`config.mk`:
```
export PLATFORM = sky130hd
export DESIGN_NAME = burst_addr_gen
export DESIGN_NICKNAME = d
export VERILOG_FILES = /design/src/rtl/burst_pkg.sv /design/src/rtl/burst_step_ctr.sv /design/src/rtl/burst_origin_reg.sv /design/src/rtl/burst_lane_map.sv /design/src/rtl/burst_addr_gen.sv
export SDC_FILE = /design/constraint.sdc
export NUM_CORES = 1
export LEC_CHECK = 0
export CAP_MARGIN = 15
export CORE_MARGIN = 2
export CORE_UTILIZATION = 39
export CTS_CLUSTER_DIAMETER = 40
export DETAILED_ROUTE_END_ITERATION = 16
export PLACE_DENSITY = 0.78
export SLEW_MARGIN = 10
export SYNTH_ARGS = -nofsm -noshare
export SYNTH_HDL_FRONTEND = slang
export SYNTH_SLANG_ARGS = --single-unit
```
`constraint.sdc`:
```
create_clock -name clk -period 1 [get_ports clk]
set_input_delay 0.15 -clock clk [delete_from_list [all_inputs] [get_ports clk]]
set_output_delay 0.15 -clock clk [all_outputs]
set_load 0.01 [all_outputs]
```
`src/rtl/burst_pkg.sv`:
```
// Package: shared types and widths for the burst address sequencer.
// Assumes a fixed four-beat burst, so the beat lane is two bits wide.
package burst_pkg;
    localparam int LANE_W = 2;

    typedef enum logic {
        ORD_LINEAR     = 1'b0,
        ORD_INTERLEAVE = 1'b1
    } order_e;
endpackage

```
`src/rtl/burst_step_ctr.sv`:
```
// Module: burst_step_ctr
// Counts beats taken since the last restart. Restart wins over advance.
// The counter wraps, so beat 0 comes back after 2**STEP_W advances.
// Assumes synchronous active-low reset.
module burst_step_ctr #(
    parameter int STEP_W = 2
) (
    input  logic              clk,
    input  logic              rst_n,
    input  logic              restart_i,
    input  logic              advance_i,
    output logic [STEP_W-1:0] step_o
);
    localparam logic [STEP_W-1:0] STEP_ONE  = STEP_W'(1);
    localparam logic [STEP_W-1:0] STEP_LAST = {STEP_W{1'b1}};

    logic [STEP_W-1:0] step_q;

    // Beat counter: clear on reset or restart, bump on advance, else hold.
    always_ff @(posedge clk) begin
        if (!rst_n) begin
            step_q <= '0;
        end else if (restart_i) begin
            step_q <= '0;
        end else if (advance_i) begin
            step_q <= step_q + STEP_ONE;
        end
    end

    assign step_o = step_q;

    // a restart always clears the beat count, even when an advance is requested.
    p_restart_wins_r8: assert property (@(posedge clk) disable iff (!rst_n)
        restart_i |=> (step_o == '0));

    // the last beat rolls over to beat zero.
    p_step_wrap_r5: assert property (@(posedge clk) disable iff (!rst_n)
        (!restart_i && advance_i && step_o == STEP_LAST) |=> (step_o == '0));

    // no restart and no advance means the count holds.
    p_step_hold_r6: assert property (@(posedge clk) disable iff (!rst_n)
        (!restart_i && !advance_i) |=> $stable(step_o));
endmodule

```
`src/rtl/burst_origin_reg.sv`:
```
// Module: burst_origin_reg
// Holds the address captured at the start of a burst. The result is split
// into the fixed upper part and the two-bit start offset.
// Assumes synchronous active-low reset and ADDR_W greater than LANE_W.
module burst_origin_reg
    import burst_pkg::*;
#(
    parameter int ADDR_W = 20
) (
    input  logic                     clk,
    input  logic                     rst_n,
    input  logic                     capture_i,
    input  logic [ADDR_W-1:0]        addr_i,
    output logic [ADDR_W-LANE_W-1:0] upper_o,
    output logic [LANE_W-1:0]        start_o
);
    localparam int UP_W = ADDR_W - LANE_W;

    logic [UP_W-1:0]   upper_q;
    logic [LANE_W-1:0] start_q;

    // Origin capture: load both fields on capture, clear on reset.
    always_ff @(posedge clk) begin
        if (!rst_n) begin
            upper_q <= '0;
            start_q <= '0;
        end else if (capture_i) begin
            upper_q <= addr_i[ADDR_W-1:LANE_W];
            start_q <= addr_i[LANE_W-1:0];
        end
    end

    assign upper_o = upper_q;
    assign start_o = start_q;

    // the upper part moves only when a capture occurs.
    p_upper_fixed_r7: assert property (@(posedge clk) disable iff (!rst_n)
        !capture_i |=> $stable(upper_o));
endmodule

```
`src/rtl/burst_lane_map.sv`:
```
// Module: burst_lane_map
// Combinational mapping from (start offset, beat count) to the low address
// bits. The order select chooses a modulo-4 sum or a bitwise XOR.
// Assumes both inputs are LANE_W bits wide.
module burst_lane_map
    import burst_pkg::*;
(
    input  logic [LANE_W-1:0] start_i,
    input  logic [LANE_W-1:0] step_i,
    input  order_e            order_i,
    output logic [LANE_W-1:0] lane_o
);
    logic [LANE_W-1:0] lin_lane;
    logic [LANE_W-1:0] ilv_lane;

    // Linear order: wrap-around sum of start and beat count.
    assign lin_lane = start_i + step_i;

    // Interleaved order: each bit flips independently under the beat count.
    for (genvar b = 0; b < LANE_W; b++) begin : g_ilv_bit
        assign ilv_lane[b] = start_i[b] ^ step_i[b];
    end

    // Output select: pick the lane according to the current order.
    always_comb begin
        lane_o = (order_i == ORD_INTERLEAVE) ? ilv_lane : lin_lane;
    end

    // beat zero is the start offset in either order.
    always_comb begin
        if (step_i == '0) begin
            p_first_is_start_r2: assert (lane_o == start_i);
        end
    end
endmodule

```
`src/rtl/burst_addr_gen.sv`:
```
// Module: burst_addr_gen (top)
// Four-beat burst address sequencer. A load captures the start address.
// The active-low advance input steps the beat, and the mode input picks
// linear (0) or interleaved (1) order for the two low bits.
// Assumes synchronous active-low reset; a load takes priority over an advance.
module burst_addr_gen
    import burst_pkg::*;
#(
    parameter int ADDR_W = 20
) (
    input  logic              clk,
    input  logic              rst_n,
    input  logic              load_i,
    input  logic              adv_n_i,
    input  logic              mode_i,
    input  logic [ADDR_W-1:0] addr_i,
    output logic [ADDR_W-1:0] addr_o
);
    localparam int UP_W = ADDR_W - LANE_W;

    logic [UP_W-1:0]   upper_w;
    logic [LANE_W-1:0] start_w;
    logic [LANE_W-1:0] step_w;
    logic [LANE_W-1:0] lane_w;
    logic              advance_w;
    order_e            order_w;

    // Input qualification: active-high advance and typed order.
    assign advance_w = ~adv_n_i;
    assign order_w   = order_e'(mode_i);

    burst_origin_reg #(
        .ADDR_W (ADDR_W)
    ) u_origin (
        .clk       (clk),
        .rst_n     (rst_n),
        .capture_i (load_i),
        .addr_i    (addr_i),
        .upper_o   (upper_w),
        .start_o   (start_w)
    );

    burst_step_ctr #(
        .STEP_W (LANE_W)
    ) u_step (
        .clk       (clk),
        .rst_n     (rst_n),
        .restart_i (load_i),
        .advance_i (advance_w),
        .step_o    (step_w)
    );

    burst_lane_map u_map (
        .start_i (start_w),
        .step_i  (step_w),
        .order_i (order_w),
        .lane_o  (lane_w)
    );

    // Address assembly: fixed upper part above the generated lane.
    assign addr_o = {upper_w, lane_w};

    // a load shows the captured address one cycle later.
    p_load_visible_r2: assert property (@(posedge clk) disable iff (!rst_n)
        load_i |=> (addr_o == $past(addr_i)));

    // a suspended cycle keeps the address while the order is unchanged.
    p_suspend_hold_r6: assert property (@(posedge clk) disable iff (!rst_n)
        (!load_i && adv_n_i) |=> (!$stable(mode_i) || $stable(addr_o)));

    // a linear advance raises the low bits by one.
    p_linear_step_r3: assert property (@(posedge clk) disable iff (!rst_n)
        (!load_i && !adv_n_i && !mode_i) |=>
            (mode_i || addr_o[1:0] == $past(addr_o[1:0]) + 2'd1));

    // an interleaved advance changes the low bits by XOR with 01 or 11.
    p_ilv_step_r4: assert property (@(posedge clk) disable iff (!rst_n)
        (!load_i && !adv_n_i && mode_i) |=>
            (!mode_i || (addr_o[0] != $past(addr_o[0]))));
endmodule

```
==> results.sh <==
export IMPL_insertion_delay_ns=0.30
export IMPL_power_switching_share=0.228
export IMPL_leakagePower_uw=0.000644
export IMPL_numCtsBuffers=3
export IMPL_run_status="finished with violations"
export IMPL_areaGrowthSynthToFinish_pct=56.1
export IMPL_drt_first_pass_iters=2
export IMPL_setup_worst_path_class="reg2out"
export IMPL_final_util=0.642
export IMPL_share_of_the_synthesized_area_in_the_top_cell_type=0.489
export IMPL_fin_crit_sh=1.33
export IMPL_clock_tree_root_cell="sky130_fd_sc_hd__clkbuf_4"
export IMPL_internal_power_uw=1370
export IMPL_floorplan_rows=17
export IMPL_layout_drive_gt1_share=0.457
export IMPL_drt_via_density=4.50
export IMPL_post_dr_wirelength_cell_um=11.3
export IMPL_synth_cell_area_um2=901
export IMPL_skew_ns=0.00508
export IMPL_starting_density_of_the_core=0.411
export IMPL_min_period_ns=1.33
export IMPL_min_path_type="in2reg"
export IMPL_dpl_hpwl_mm=1.37
export IMPL_grt_setup_unrepaired="true"
export IMPL_fp_dieH_um=52.1
export IMPL_fp_dieW_um=52.1
export IMPL_port_buffers=44
export IMPL_power_density_nw_per_um2=1270
export IMPL_cp_buffers_inverters=1
export IMPL_cts_root_to_sink_buffers=2
export IMPL_grt_start_max_net_pins=13
export IMPL_crit_chain="ha_4 -> nor2b_4 -> xnor2_2 -> buf_2"
export IMPL_final_area_um2=1410
export IMPL_synth_area_leader_cell="sky130_fd_sc_hd__dfxtp_1"
export IMPL_via_count=706
export IMPL_gp_congestion=0.655
export IMPL_clockPowerShare=0.265
export IMPL_antenna_violating_nets_post_route=0
export IMPL_pwr_share_seq=0.540
export IMPL_synth_ff_latch_count=22
export IMPL_antenna_found_initial=0
export IMPL_coreArea_um2=2190
export IMPL_vias_in_the_first_global_route=682
export IMPL_netlist_cell_types=11
export IMPL_finalSetupViolations=4
export IMPL_hold_viol=0
export IMPL_p_switching_uw=405
export IMPL_totalWireLength_mm=1.78
export IMPL_filler_cell_count=192
export IMPL_postSynthAreaPerCell_um2=11.7
export IMPL_gr_usage_all_layers=0.137
export IMPL_most_common_layout_cells="24 x sky130_fd_sc_hd__clkdlybuf4s50_1, 21 x sky130_fd_sc_hd__nor2b_1, 20 x sky130_fd_sc_hd__mux2i_1, 20 x sky130_fd_sc_hd__dfxtp_2, 19 x sky130_fd_sc_hd__buf_2"
export IMPL_post_route_drc_count=0
export IMPL_seq_area_frac_synth=0.489
export IMPL_synthesis_yosys_warnings=0
export IMPL_worstPathArrival_ns=1.18
export IMPL_num_antenna_cells=0
export IMPL_synth_top_cells_by_area="sky130_fd_sc_hd__dfxtp_1 49%, sky130_fd_sc_hd__mux2i_1 22%, sky130_fd_sc_hd__nor2b_1 16%, sky130_fd_sc_hd__xnor2_1 2.9%, sky130_fd_sc_hd__buf_6 2.5%"
export IMPL_crit_path_top_delay_cell="sky130_fd_sc_hd__dfxtp_2"
export IMPL_failed_checks="setup timing"
export IMPL_cpLargestDelayFamily="flip-flops"
export IMPL_slowest_delay_ns=0.37
export IMPL_global_route_wire_length_before_repair_mm=2.84
export IMPL_pwr_share_comb=0.195
export IMPL_final_max_slew_viol_count=0
export IMPL_multiInputGateArea_um2=452
export IMPL_irDropWorstVdd_v=0.000868
export IMPL_max_slew_margin_rel=0.837
export IMPL_grt_remaining_overflow=0
export IMPL_worst_setup_path_end_kind="primary output"
export IMPL_worst_setup_hold_path_clk_slew_ns=0.12
export IMPL_finish_net_count=156
export IMPL_startpoint_type="flip-flop"
export IMPL_drt_first_iter_violations=2
export IMPL_maxCapViolations=0
export IMPL_regArea_um2=465
export IMPL_detailed_place_area_um2=1380
export IMPL_critPathRequiredTime_ns=0.85
export IMPL_boundaryPins=45
export IMPL_mostFrequentLayoutCell="sky130_fd_sc_hd__clkdlybuf4s50_1"
export IMPL_tritoncts="built"
export IMPL_worstPathMaxFanout=2
export IMPL_timing_final_ws_setup_ns=-0.325
export IMPL_syn_num_nets=103
export IMPL_tritoncts_num_sinks=22
export IMPL_max_clock_freq_ghz=0.755
export IMPL_worstMarginPinSlew_ns=0.242
export IMPL_floorplan_die_area_um2=2710
export IMPL_cts_htree_levels=1
export IMPL_postSynthCellCount=77
[repair_timing]
item,in CTS,in global routing
pin swaps,1,2
cloned,0,0
setup buffers,1,1
setup endpoints to repair,20,4
resized for setup,105,5
hold buffers,0,0
[worst paths after layout]
| kind | start | endpoint | slack (ns) | depth (start not counted) |
|---|---|---|---|---|
| setup / recovery | u_origin.start_o[0]$_SDFFE_PN0P_ | addr_o[1] | -0.33 | 4 |
| hold / removal | addr_i[7] | u_origin.upper_o[5]$_SDFFE_PN0P_ | 0.45 | 3 |
| setup reg to reg | u_step.step_o[0]$_SDFFE_PP0N_ | u_step.step_o[0]$_SDFFE_PP0N_ | -0.07 | 5 |
| hold reg to reg | u_origin.upper_o[14]$_SDFFE_PN0P_ | u_origin.upper_o[14]$_SDFFE_PN0P_ | 0.52 | 2 |
[power by group through the flow]
stage          Clock (uW)  Combinational (uW)  Sequential [uW]
6_report              472                 347              961
5_1_grt               533                 378              967
4_1_cts               502                 340              961
3_5_place_dp            0                 372              971
3_3_place_gp            0                 366              970
2_1_floorplan           0                 143              991
[per-stage QoR]
stage / power [uW] / setup TNS [ns] / setup WS [ns] / cells / hold WS, ns
6_report: 1780 / -0.556 / -0.325 / 157 / 0.453
5_1_grt: 1880 / -0.770 / -0.400 / 157 / 0.447
4_1_cts: 1800 / -0.574 / -0.399 / 156 / 0.438
3_5_place_dp: 1340 / -5.92 / -0.553 / 151 / 0.508
3_3_place_gp: 1340 / -5.46 / -0.503 / 151 / 0.498
2_1_floorplan: 1130 / 0 / 0.0289 / 77 / 0.283
[cell type report]
| class | instances | area share |
|---|---|---|
| timing repair buffer | 53 | 0.297 |
| tap | 28 | 0.0249 |
| multi-input combinational | 50 | 0.321 |
| sequential | 22 | 0.331 |
| clock buffer | 4 | 0.0258 |
[layer usage]
metal	wire length [um]	global-route usage
met1	687	0.155
met2	868	0.251
met3	222	0.0431
met4	0	0.0263
met5	0	0
[sequential cells by signal, summed over array words and instances, names as in the netlist]
| signal | cells |
|---|---|
| u_origin.upper_o | 18 |
| u_origin.start_o | 2 |
| u_step.step_o | 2 |
[cell families after synthesis]
| family | Yosys count | share of synthesized area |
|---|---|---|
| fa+ha+maj | 1 | 0.0139 |
| simple gates | 26 | 0.190 |
| mux | 20 | 0.222 |
| flops | 22 | 0.489 |
| xor+xnor | 3 | 0.0292 |
| buf+inv | 5 | 0.0556 |
[worst min-delay path, stage by stage]
cell	delay, ns
sky130_fd_sc_hd__clkdlybuf4s50_1	0.39
sky130_fd_sc_hd__mux2i_1	0.13
sky130_fd_sc_hd__nor2b_1	0.06
[cell usage after synthesis]
cell type                  instances
sky130_fd_sc_hd__nor2b_1          23
sky130_fd_sc_hd__dfxtp_1          22
sky130_fd_sc_hd__mux2i_1          20
sky130_fd_sc_hd__xnor2_1           3
sky130_fd_sc_hd__buf_6             2
sky130_fd_sc_hd__clkbuf_1          2
sky130_fd_sc_hd__buf_12            1
sky130_fd_sc_hd__ha_1              1
sky130_fd_sc_hd__nand2b_4          1
sky130_fd_sc_hd__nor2_1            1
sky130_fd_sc_hd__nor3_2            1
No activity file was read; power rests on OpenSTA's default activity.
